File: config.mk
export PLATFORM = sky130hd
export DESIGN_NAME = nco_holdoff_ctrl
export DESIGN_NICKNAME = d
export VERILOG_FILES = /design/src/rtl/nco_ho_pkg.sv /design/src/rtl/freq_shadow.sv /design/src/rtl/holdoff_timer.sv /design/src/rtl/freq_commit.sv /design/src/rtl/nco_holdoff_ctrl.sv
export SDC_FILE = /design/constraint.sdc
export NUM_CORES = 1
export LEC_CHECK = 0
export ABC_CLOCK_PERIOD_IN_PS = 2800
export BUFFER_PORTS_ARGS = -buffer_cell sky130_fd_sc_hd__buf_2
export CAP_MARGIN = 20
export CORE_UTILIZATION = 45
export CTS_BUF_LIST = sky130_fd_sc_hd__clkbuf_8
export DETAILED_ROUTE_END_ITERATION = 6
export GPL_ROUTABILITY_DRIVEN = 0
export PLACE_DENSITY = 0.71
export SLEW_MARGIN = 20
export SYNTH_ARGS = -nofsm -noshare
export SYNTH_HDL_FRONTEND = slang
export SYNTH_SLANG_ARGS = --single-unit
File: constraint.sdc
create_clock -name clk -period 2.8 [get_ports clk]
set_clock_uncertainty 0.1 [all_clocks]
set_input_delay 0.84 -clock clk [delete_from_list [all_inputs] [get_ports clk]]
set_output_delay 0.84 -clock clk [all_outputs]
set_load 0.05 [all_outputs]
File: src/rtl/nco_ho_pkg.sv
package nco_ho_pkg;
  typedef enum logic {
    CAUSE_SLEEP = 1'b0,
    CAUSE_HOP   = 1'b1
  } cause_e;
endpackage

File: src/rtl/freq_shadow.sv
module freq_shadow #(
  parameter int WORD_W = 32
) (
  input  logic              clk,
  input  logic              rst_n,
  input  logic              wr_en,
  input  logic [WORD_W-1:0] wr_data,
  output logic [WORD_W-1:0] shadow
);
  logic [WORD_W-1:0] shadow_d, shadow_q;

  always_comb begin
    shadow_d = shadow_q;
    if (wr_en) shadow_d = wr_data;
  end

  always_ff @(posedge clk or negedge rst_n) begin
    if (!rst_n) shadow_q <= '0;
    else        shadow_q <= shadow_d;
  end

  assign shadow = shadow_q;
endmodule

File: src/rtl/holdoff_timer.sv
module holdoff_timer
  import nco_ho_pkg::*;
#(
  parameter int CNT_W = 16
) (
  input  logic             clk,
  input  logic             rst_n,
  input  logic             sleep_exit,
  input  logic             hop_sync,
  input  logic             ce,
  input  logic [CNT_W-1:0] holdoff,
  output logic             fire,
  output cause_e           fire_cause,
  output logic             busy
);
  localparam logic [CNT_W-1:0] ONE = CNT_W'(1);

  logic [CNT_W-1:0] cnt_d, cnt_q;
  logic             busy_d, busy_q;
  cause_e           cause_d, cause_q;
  logic             trig;

  assign trig = sleep_exit | hop_sync;

  always_comb begin
    cnt_d      = cnt_q;
    busy_d     = busy_q;
    cause_d    = cause_q;
    fire       = 1'b0;
    fire_cause = cause_q;
    if (trig) begin
      cause_d = hop_sync ? CAUSE_HOP : CAUSE_SLEEP;
      if (holdoff <= ONE) begin
        fire       = 1'b1;
        fire_cause = cause_d;
        busy_d     = 1'b0;
        cnt_d      = '0;
      end else begin
        cnt_d  = holdoff - ONE;
        busy_d = 1'b1;
      end
    end else if (busy_q && ce) begin
      if (cnt_q == ONE) begin
        fire   = 1'b1;
        busy_d = 1'b0;
        cnt_d  = '0;
      end else begin
        cnt_d = cnt_q - ONE;
      end
    end
  end

  always_ff @(posedge clk or negedge rst_n) begin
    if (!rst_n) begin
      cnt_q   <= '0;
      busy_q  <= 1'b0;
      cause_q <= CAUSE_SLEEP;
    end else begin
      cnt_q   <= cnt_d;
      busy_q  <= busy_d;
      cause_q <= cause_d;
    end
  end

  assign busy = busy_q;
endmodule

File: src/rtl/freq_commit.sv
module freq_commit
  import nco_ho_pkg::*;
#(
  parameter int WORD_W = 32
) (
  input  logic              clk,
  input  logic              rst_n,
  input  logic              fire,
  input  cause_e            fire_cause,
  input  logic [WORD_W-1:0] shadow,
  output logic [WORD_W-1:0] active,
  output logic              commit,
  output logic              commit_hop
);
  logic [WORD_W-1:0] active_d, active_q;
  logic              commit_d, commit_q;
  logic              hop_d, hop_q;

  always_comb begin
    active_d = active_q;
    commit_d = 1'b0;
    hop_d    = 1'b0;
    if (fire) begin
      active_d = shadow;
      commit_d = 1'b1;
      hop_d    = (fire_cause == CAUSE_HOP);
    end
  end

  always_ff @(posedge clk or negedge rst_n) begin
    if (!rst_n) begin
      active_q <= '0;
      commit_q <= 1'b0;
      hop_q    <= 1'b0;
    end else begin
      active_q <= active_d;
      commit_q <= commit_d;
      hop_q    <= hop_d;
    end
  end

  assign active     = active_q;
  assign commit     = commit_q;
  assign commit_hop = hop_q;
endmodule

File: src/rtl/nco_holdoff_ctrl.sv
module nco_holdoff_ctrl
  import nco_ho_pkg::*;
#(
  parameter int WORD_W = 32,
  parameter int CNT_W  = 16
) (
  input  logic              clk,
  input  logic              rst_n,
  input  logic              wr_en,
  input  logic [WORD_W-1:0] wr_data,
  input  logic [CNT_W-1:0]  holdoff,
  input  logic              sleep_exit,
  input  logic              hop_sync,
  input  logic              port_ce,
  output logic [WORD_W-1:0] active_word,
  output logic              commit,
  output logic              commit_hop,
  output logic              busy
);
  logic [WORD_W-1:0] shadow_q;
  logic              fire;
  cause_e            fire_cause;

  freq_shadow #(.WORD_W(WORD_W)) u_shadow (
    .clk     (clk),
    .rst_n   (rst_n),
    .wr_en   (wr_en),
    .wr_data (wr_data),
    .shadow  (shadow_q)
  );

  holdoff_timer #(.CNT_W(CNT_W)) u_timer (
    .clk        (clk),
    .rst_n      (rst_n),
    .sleep_exit (sleep_exit),
    .hop_sync   (hop_sync),
    .ce         (port_ce),
    .holdoff    (holdoff),
    .fire       (fire),
    .fire_cause (fire_cause),
    .busy       (busy)
  );

  freq_commit #(.WORD_W(WORD_W)) u_commit (
    .clk        (clk),
    .rst_n      (rst_n),
    .fire       (fire),
    .fire_cause (fire_cause),
    .shadow     (shadow_q),
    .active     (active_word),
    .commit     (commit),
    .commit_hop (commit_hop)
  );
endmodule

## After elaboration in Yosys (flattened, before gate mapping)

Index checks and enable logic that the tools add are counted.
W data, S select, Z words.

| word-level totals | value |
|---|---|
| input bits | 54 |
| RAM bits | 0 |
| bits in latches | 0 |
| memories kept | 0 |
| word-level logic and storage cells | 33 |
| flip-flop bits (word level) | 84 |
| output and inout bits | 35 |
| memory bits (read-only) | 0 |

| cells by class | value |
|---|---|
| add/subtract/negate cells | 2 |
| bitwise operators | 1 |
| shift operators | 0 |
| reductions and logical operators | 4 |
| div/mod/pow operators | 0 |
| multiply operators | 0 |
| mux-type cells | 17 |
| equality and inequality tests | 1 |
| magnitude comparators | 1 |

Operators with widths:

| cell | number |
|---|---|
| $mux W16 | 4 |
| $sub A16 B1 Y16 const B | 2 |
| $eq A16 B1 Y1 const B | 1 |
| $le A16 B1 Y1 const B | 1 |
| $mux W1 | 13 |
| $reduce_bool A2 Y1 | 2 |
| $reduce_and A2 Y1 | 1 |
| $logic_and A1 B1 Y1 | 1 |
| $or A1 B1 Y1 | 1 |

## Longest topological paths before layout

Gate-level depths: netlist of run 1.

| depth | value |
|---|---|
| depth after elaboration | 5 |
| mapped depth | 8 |
| depth with buffers taken out | 7 |

## Hierarchy

A second synthesis of run 1 with hierarchy kept.

| unflattened totals | value |
|---|---|
| cells, all modules | 307 |
| area total of the unflattened synthesis | 4,167.7 µm² |

Modules (own cells, without submodules):

| module | times used | sequential area each (µm²) | cells an instance | area each (µm²) |
|---|---|---|---|---|
| holdoff_timer | 1 | 450.4 | 168 | 1,425.1 |
| freq_commit | 1 | 850.8 | 71 | 1,397.6 |
| freq_shadow | 1 | 800.8 | 68 | 1,345.0 |

## Least setup slack after synthesis of run 1

Ideal clock, no wire load.

| path | value |
|---|---|
| kind | in2reg |
| start point | input holdoff[6] |
| end point | register u_commit.active_q[0] (netlist: u_commit.active[0]) |
| stages | 5 |
| arrival | 2,509 ps |
| path buffers | 1 |
| setup slack | 66 ps |
| path through | nor4_2 > o2111ai_1 > o32ai_4 > buf_8 > mux2_4 |

| on the way | value |
|---|---|
| longest elaborated chain between the ends | 3 |

Ends and longest elaborated chain:

| element | line | RTL |
|---|---|---|
| from (decl) | nco_holdoff_ctrl.sv:11 | `input logic [CNT_W-1:0] holdoff,` |
| $le A16 B1 Y1 | holdoff_timer.sv:33 | `if (holdoff <= ONE) begin` |
| $mux W1 | holdoff_timer.sv:33 |  |
| $mux W1 | holdoff_timer.sv:31 | `if (trig) begin` |
| to (signal assigned) | freq_commit.sv:36 | `active_q <= active_d;` |
| to (decl) | freq_commit.sv:15 | `logic [WORD_W-1:0] active_d, active_q;` |

No other way between the ends.
A chain may end at the register's enable or synchronous reset.

## Worst setup path after layout of run 1

| path | value |
|---|---|
| start point | register u_timer.cnt_q[1] |
| end point | register u_timer.cnt_q[5] |

| on the way | value |
|---|---|
| longest elaborated chain between the ends | 4 |

Ends and longest elaborated chain:

| element | line | RTL |
|---|---|---|
| from (decl) | holdoff_timer.sv:18 | `logic [CNT_W-1:0] cnt_d, cnt_q;` |
| from (signal assigned) | holdoff_timer.sv:59 | `cnt_q <= cnt_d;` |
| $sub A16 B1 Y16 or $eq A16 B1 Y1 (tied branches) | holdoff_timer.sv:48, holdoff_timer.sv:43 |  |
| $mux W16 (*) | holdoff_timer.sv:43 | `if (cnt_q == ONE) begin` |
| $mux W16 (*) | holdoff_timer.sv:42 | `end else if (busy_q && ce) begin` |
| $mux W16 (*) | holdoff_timer.sv:31 |  |

Every way passes the cells marked *; elsewhere a longest branch is shown, timed or not. The select of a mux whose other input is x is not followed.

==> qor.yml, run 1 <==
route:
  vias: 2885
  routed_via_count_divided_by_cell_count: 5.39
  dr.pass1.iters: 5
  postRouteAntennaNets: 0
  number_of_drc_violations_after_detailed_routing: 0
  avgRoutedWirePerCell_microns: 15.7
  drt_iter0_markers: 199
  postRouteWirelength_microns: 8410
final_layout:
  n_antenna_cell: 0
  synthToLayoutAreaGrowth_pct: 23.5
  final_net_count: 480
  fraction_of_final_layout_cells_sized_beyond_drive_strength_1_pct: 47.1
  finalCoreUtilization_pct: 57.1
  stdcell_count: 535
  layout.cell_area.non_filler_sq_um: 4980
yosys:
  synth_fp_nets: 373
  number_of_synthesized_flops_with_an_enable_pin: 0
  netlist.top_cell.by_area: "dfrtp_1"
  post_synth_instance_area_sq_um: 4030
  yosys-top-cells-area: "dfrtp_1, mux2_4, mux2_2"
  synth_flop_cell: "dfrtp_1"
  asyncSetResetFlopFracSynth_pct: 100
  synth.ff_latch_count: 84
  synth_cells: 315
  ys_seq_area_share_pct: 52.1
  warning_count_from_the_yosys_run: 0
  synth.lib_cells_used.distinct: 49
  synth_largest_type_area_fraction_pct: 52.1
  post_synth.cell_area_avg_sq_um: 12.8
  yosysMostFrequentCell: "dfrtp_1"
  netlist_top_cells_count: "dfrtp_1, mux2_2, mux2_4, nor2_1, o21ai_0"
die:
  floorplan.die.width_microns: 96.7
  floorplan.rows: 34
  core_region_area_sq_um: 8720
  boundaryPins: 89
  die_outline_height_microns: 96.7
  fp.dieArea_sq_um: 9350
  initial_utilization_pct: 46.3
timing:
  timing_worst_slew_pin_value_ns: 0.557
  finalSetupViolCount: 0
  max_freq_mhz: 376
  grt_setup_unrepaired: "false"
  max-slew-margin-rel_pct: 62.8
  fin_crit_sh_pct: 95.1
  slew_limit_fails: 0
  layout_min_cycle_time_ns: 2.66
  hold_viol: 0
clock_tree:
  tritoncts: "yes"
  clock_sinks: 84
  cts_root_buf: "clkbuf_8"
  clk_pin_slew_worst_paths_ns: 0.09
  clock_tree.htree_level_count: 3
  clock_tree.buffer_depth: 2
  post_cts_hold_fix_bufs: 0
  clk-insertion-delay-late_ns: 0.35
  cts_buffers: 9
place:
  port-buffer-count: 88
  detailed_place.area_sq_um: 4720
  placedCellCount: 518
  place_hpwl_microns: 6190
power_and_ir_drop:
  powerDensity_nw_per_um2: 543
  p_sw_share_pct: 23.9
  irDropWorstVdd_mv: 0.254
  seqPwrFrac_pct: 49.3
  power_frac_comb_pct: 10.9
  power_report.internal_total_uw: 2060
  clkPwrFrac_pct: 39.8
  total_leakage_power_uw: 0.00233
  power.switching_uw: 648
global_routing:
  grt_start_max_net_pins: 46
  wire_length_of_the_first_global_routing_pass_microns: 14200
  first_global_vias: 2913
  global_route_overflow: 0
  antenna_violations_before_repair: 0
  globalRouteTotalUtil_pct: 19.1
critical_path:
  arrival_ns: 2.80
  crit_fanout: 8
  worst-setup-path-type: "flip-flop to flip-flop"
  worstSetupStartpointType: "flip-flop"
  critPathCaptureType: "flip-flop"
  cp.required_ns: 2.94
job:
  maxCapViolations: 0
worst_hold_path:
  hold_path.class: "input port to asynchronous set/reset pin"
status:
  run_status: "completed"
area by class of cell:
| class | instances | area, sq um |
|---|---|---|
| tap | 108 | 135 |
| fill | 720 | 3740 |
| multi-input combinational | 209 | 1810 |
| timing repair buffer | 111 | 653 |
| sequential | 84 | 2100 |
| clock inverter | 6 | 119 |
| clock buffer | 10 | 138 |
| inverter | 7 | 26.3 |
layer usage:
| metal | vias to the layer above | track usage (%) | share of wire (%) |
|---|---|---|---|
| met5 | - | 0 | 0 |
| met4 | 0 | 8.96 | 3.1 |
| met3 | 24 | 5.13 | 5.1 |
| met2 | 83 | 29.9 | 47 |
| met1 | 1395 | 24.6 | 45 |
| li1 | 1383 | - | - |
timing repair:
action	in CTS	in global routing
setup buffers	0	1
gates resized for setup	0	1
setup endpoints to repair	0	4
power by group through the flow:
stage	logic, uW	registers, uW	clock network (uW)
floorplan	157	1350	0
detailed placement	296	1360	0
CTS	297	1330	1110
finish	295	1330	1080
global route	329	1340	1150
global placement	289	1350	0
state kept, by name, indices dropped and copies added, names as in the netlist:
signal and count:
u_commit.commit 1, u_commit.commit_hop 1, u_timer.cnt_q 16, u_timer.cause_q 1
u_commit.active 32, u_timer.busy 1, u_shadow.shadow 32
kinds of logic (layout without fill, tap and decap cells):
logic type | count (synthesis) | in the layout | synth area share, %
DFF | 84 | 84 | 52.1
xor gates and xnor gates | 11 | 11 | 2.39
and+or+nand+nor | 76 | 76 | 9.96
muxes | 65 | 65 | 20.9
buffers and inverters | 22 | 134 | 3.10
adders and majority gates | 4 | 4 | 1.24
AOI/OAI and AO/OA | 53 | 53 | 10.3
worst max-delay path, cell delays in order, from the launching register on:
cell and delay, ns:
dfrtp_1 0.38, inv_1 0.07, ha_1 0.13, or4b_1 0.45
or4_4 0.55, buf_4 0.18, o21ai_4 0.24, o21ai_0 0.12
or3_1 0.31
placed cells by master (no fill, tap or decap), types with 4 or more instances in the layout:
cell type	instances
buf_2	87
buf_4	21
clkbuf_8	10
dfrtp_1	84
ha_1	4
inv_1	7
mux2_2	34
mux2_4	30
nand2_1	11
nand3_1	6
nor2_1	19
nor3_1	10
nor4_1	5
o21ai_0	13
o31ai_1	6
or3_1	7
or4_1	5
xnor2_1	5
xor2_1	6
per-stage QoR:
stage	power (uW)	worst slack, ns	TNS, ns	hold slack (ns)
detailed placement	1650	-0.0390	-0.303	0.370
global route	2830	0.00515	0	0.394
floorplan	1510	0.0658	0	0.352
global placement	1640	0.0271	0	0.364
CTS	2740	0.102	0	0.376
finish	2710	0.138	0	0.376
path summary, 6_finish.rpt:
path / startpoint / to / slack, ns / cells past startpoint
worst min register to register: u_timer.cause_q / u_timer.cause_q / 0.39 / 1
min in group clk: u_timer.cause_q / u_timer.cause_q / 0.39 / 1
worst max-delay path: u_timer.cnt_q[1] / u_timer.cnt_q[5] / 0.14 / 8
worst min-delay path: rst_n / u_commit.active[31] / 0.38 / 1
worst max register to register: u_timer.cnt_q[1] / u_timer.cnt_q[5] / 0.14 / 8
max in group asynchronous: rst_n / u_commit.commit / 1.62 / 2
Note: power is estimated with default switching activity, not from simulation.
==> run 2, diff against run 1 <==
--- a/config.mk
+++ b/config.mk
@@ -12,7 +12,7 @@
 export CTS_BUF_LIST = sky130_fd_sc_hd__clkbuf_8
 export DETAILED_ROUTE_END_ITERATION = 6
 export GPL_ROUTABILITY_DRIVEN = 0
-export PLACE_DENSITY = 0.71
+export PLACE_DENSITY_LB_ADDON = 0.1
 export SLEW_MARGIN = 20
 export SYNTH_ARGS = -nofsm -noshare
 export SYNTH_HDL_FRONTEND = slang
==> run 2 against run 1 <==
Compared with the run above: count of clock-buffer cells in the layout is 1 lower; global-route usage is 0.29 points higher; first-iteration DRC count is 45% lower; non-clock buffer count is 2 higher; sequential cell count stayed put; critical path depth is 1 higher; maximum frequency is 2.1% lower; total power is 7.0% lower; sequential share of layout area is 0.33 points higher; wire length is 1.8% higher; final cell count is 0.37% higher.
==> qor.yml, run 2 (synthesized netlist as in run 1, its figures left out) <==
status:
  run_status: "completed"
global_routing:
  globalRouteTotalUtil_pct: 19.4  # +0.29 points
  first_global_vias: 2824  # -3.1%
  global_route_overflow: 0  # unchanged
  antenna_violations_before_repair: 0  # unchanged
  wire_length_of_the_first_global_routing_pass_microns: 14500  # +1.7%
  grt_start_max_net_pins: 40  # -13%
critical_path:
  worstRegToRegCells: 9  # +1
  crit_fanout: 8  # unchanged
  worst-setup-path-type: "flip-flop to flip-flop"
  cp.required_ns: 2.93  # about the same
  r2r_end: "u_timer.cnt_q[3]"
  critPathCaptureType: "flip-flop"
  arrival_ns: 2.85  # +0.05 ns
  rr_startpoint: "u_timer.cnt_q[1]"
  worst-r2r-setup-slack_ns: 0.08  # -0.06 ns
  worstSetupStartpointType: "flip-flop"
timing:
  slew_limit_fails: 0  # unchanged
  grt_setup_unrepaired: "true"
  finalSetupViolCount: 0  # unchanged
  max-slew-margin-rel_pct: 60.2  # -2.7 points
  max_freq_mhz: 368  # -2.1%
  totalNegativeSetupSlack_ns: 0  # unchanged
  hold_viol: 0  # unchanged
  fin_crit_sh_pct: 97.1  # +2.0 points
  timing_worst_slew_pin_value_ns: 0.592  # +0.0344 ns
  layout_min_cycle_time_ns: 2.72  # +0.0563 ns
die:
  core_region_area_sq_um: 8720  # unchanged
  floorplan.rows: 34  # unchanged
  die_outline_height_microns: 96.7  # unchanged
  boundaryPins: 89  # unchanged
  initial_utilization_pct: 46.3  # unchanged
  floorplan.die.width_microns: 96.7  # unchanged
  fp.dieArea_sq_um: 9350  # unchanged
final_layout:
  fraction_of_final_layout_cells_sized_beyond_drive_strength_1_pct: 47.3  # +0.25 points
  layout_common_cells: "buf_2, dfrtp_1, mux2_2, mux2_4, buf_4"
  n_antenna_cell: 0  # unchanged
  final_net_count: 482  # +0.42%
  layout_commonest_cell: "buf_2"
  nFillCells: 765  # +6.3%
  synthToLayoutAreaGrowth_pct: 22.6
power_and_ir_drop:
  total_leakage_power_uw: 0.00232  # -0.62%
  irDropWorstVdd_mv: 0.244  # -4.2%
  powerDensity_nw_per_um2: 509  # -6.3%
  power_uw: 2520  # -7.0%
route:
  postRouteAntennaNets: 0  # unchanged
  dr.pass1.iters: 4  # -1
  routed_via_count_divided_by_cell_count: 5.35  # -0.82%
  postRouteWirelength_microns: 8560  # +1.8%
  avgRoutedWirePerCell_microns: 15.9  # +1.5%
  number_of_drc_violations_after_detailed_routing: 0  # unchanged
  vias: 2872  # -0.45%
  drt_iter0_markers: 110  # -45%
worst_hold_path:
  hold_path.class: "input port to asynchronous set/reset pin"
place:
  port-buffer-count: 88  # unchanged
  place_hpwl_microns: 6220  # +0.53%
clock_tree:
  clk_pin_slew_worst_paths_ns: 0.08  # about the same
  tritoncts: "yes"
  clock_tree.htree_level_count: 3  # unchanged
  clock_tree.buffer_depth: 2  # unchanged
  clk-insertion-delay-late_ns: 0.35  # about the same
  cts_buffers: 9  # unchanged
  cts_root_buf: "clkbuf_8"
  clock_sinks: 84  # unchanged
job:
  maxCapViolations: 0  # unchanged
## run 2: cell type report
| class | instances | area (sq um) | area share [%] |
|---|---|---|---|
| Clock buffer | 9 | 124 | 2.51 |
| Clock inverter | 7 | 75.1 | 1.52 |
| Inverter | 7 | 26.3 | 0.531 |
| Multi-Input combinational cell | 209 | 1810 | 36.7 |
| Sequential cell | 84 | 2100 | 42.5 |
| Tap cell | 108 | 135 | 2.73 |
| Timing Repair Buffer | 113 | 668 | 13.5 |
## run 2: worst max path at each step
stage,startpoint,to,slack (ns),depth (start not counted)
final,u_timer.cnt_q[1],u_timer.cnt_q[3],0.08,9
after global routing,u_timer.cnt_q[1],u_timer.cnt_q[5],-0.006,8
after CTS,u_timer.cnt_q[1],u_timer.cnt_q[5],0.02,8
after detailed placement,holdoff[6],u_commit.active[20],0.006,6
after global placement,u_timer.cnt_q[1],u_timer.cnt_q[8],0.06,8
after floorplan,holdoff[6],u_commit.active[0],0.07,5
## run 2: layer usage
| layer | track usage, % | routed length (microns) |
|---|---|---|
| met1 | 28.0 | 4100 |
| met2 | 29.7 | 4010 |
| met3 | 4.41 | 372 |
| met4 | 4.48 | 78 |
| met5 | 0 | 0 |
## run 2: per-stage QoR
stage	std cells	area (sq um)	hold slack [ns]	worst slack, ns	utilization (%)
6_report	537	4940	0.315	0.0816	56.7
2_1_floorplan	315	4030	0.352	0.0658	-
3_3_place_gp	518	4720	0.365	0.0631	54.1
4_1_cts	534	4910	0.309	0.0167	56.4
3_5_place_dp	518	4720	0.374	0.00610	54.1
5_1_grt	537	4940	0.314	-0.00578	56.7
## run 2: where the power goes
| group | total (uW) | internal (uW) | leakage [uW] | switching, uW |
|---|---|---|---|---|
| combinational | 298 | 146 | 0.00116 | 151 |
| clock | 885 | 421 | 0.000103 | 465 |
| sequential | 1330 | 1280 | 0.00106 | 47.8 |
| total | 2520 | 1850 | 0.00232 | 664 |
## run 2: worst max-delay path, cell delays in order, from the launching register on
cell	delay (ns)
dfrtp_1	0.38
inv_1	0.08
ha_1	0.14
or4b_4	0.46
or4_4	0.55
buf_4	0.19
o21ai_4	0.25
buf_4	0.17
nor2b_1	0.04
a211o_2	0.26
## run 2: timing repair
| item | CTS | global route |
|---|---|---|
| endpoints found under the setup margin | 0 | 6 |
| resized for setup | 0 | 2 |
| hold buffers | 0 | 0 |
| buffers inserted | 0 | 3 |
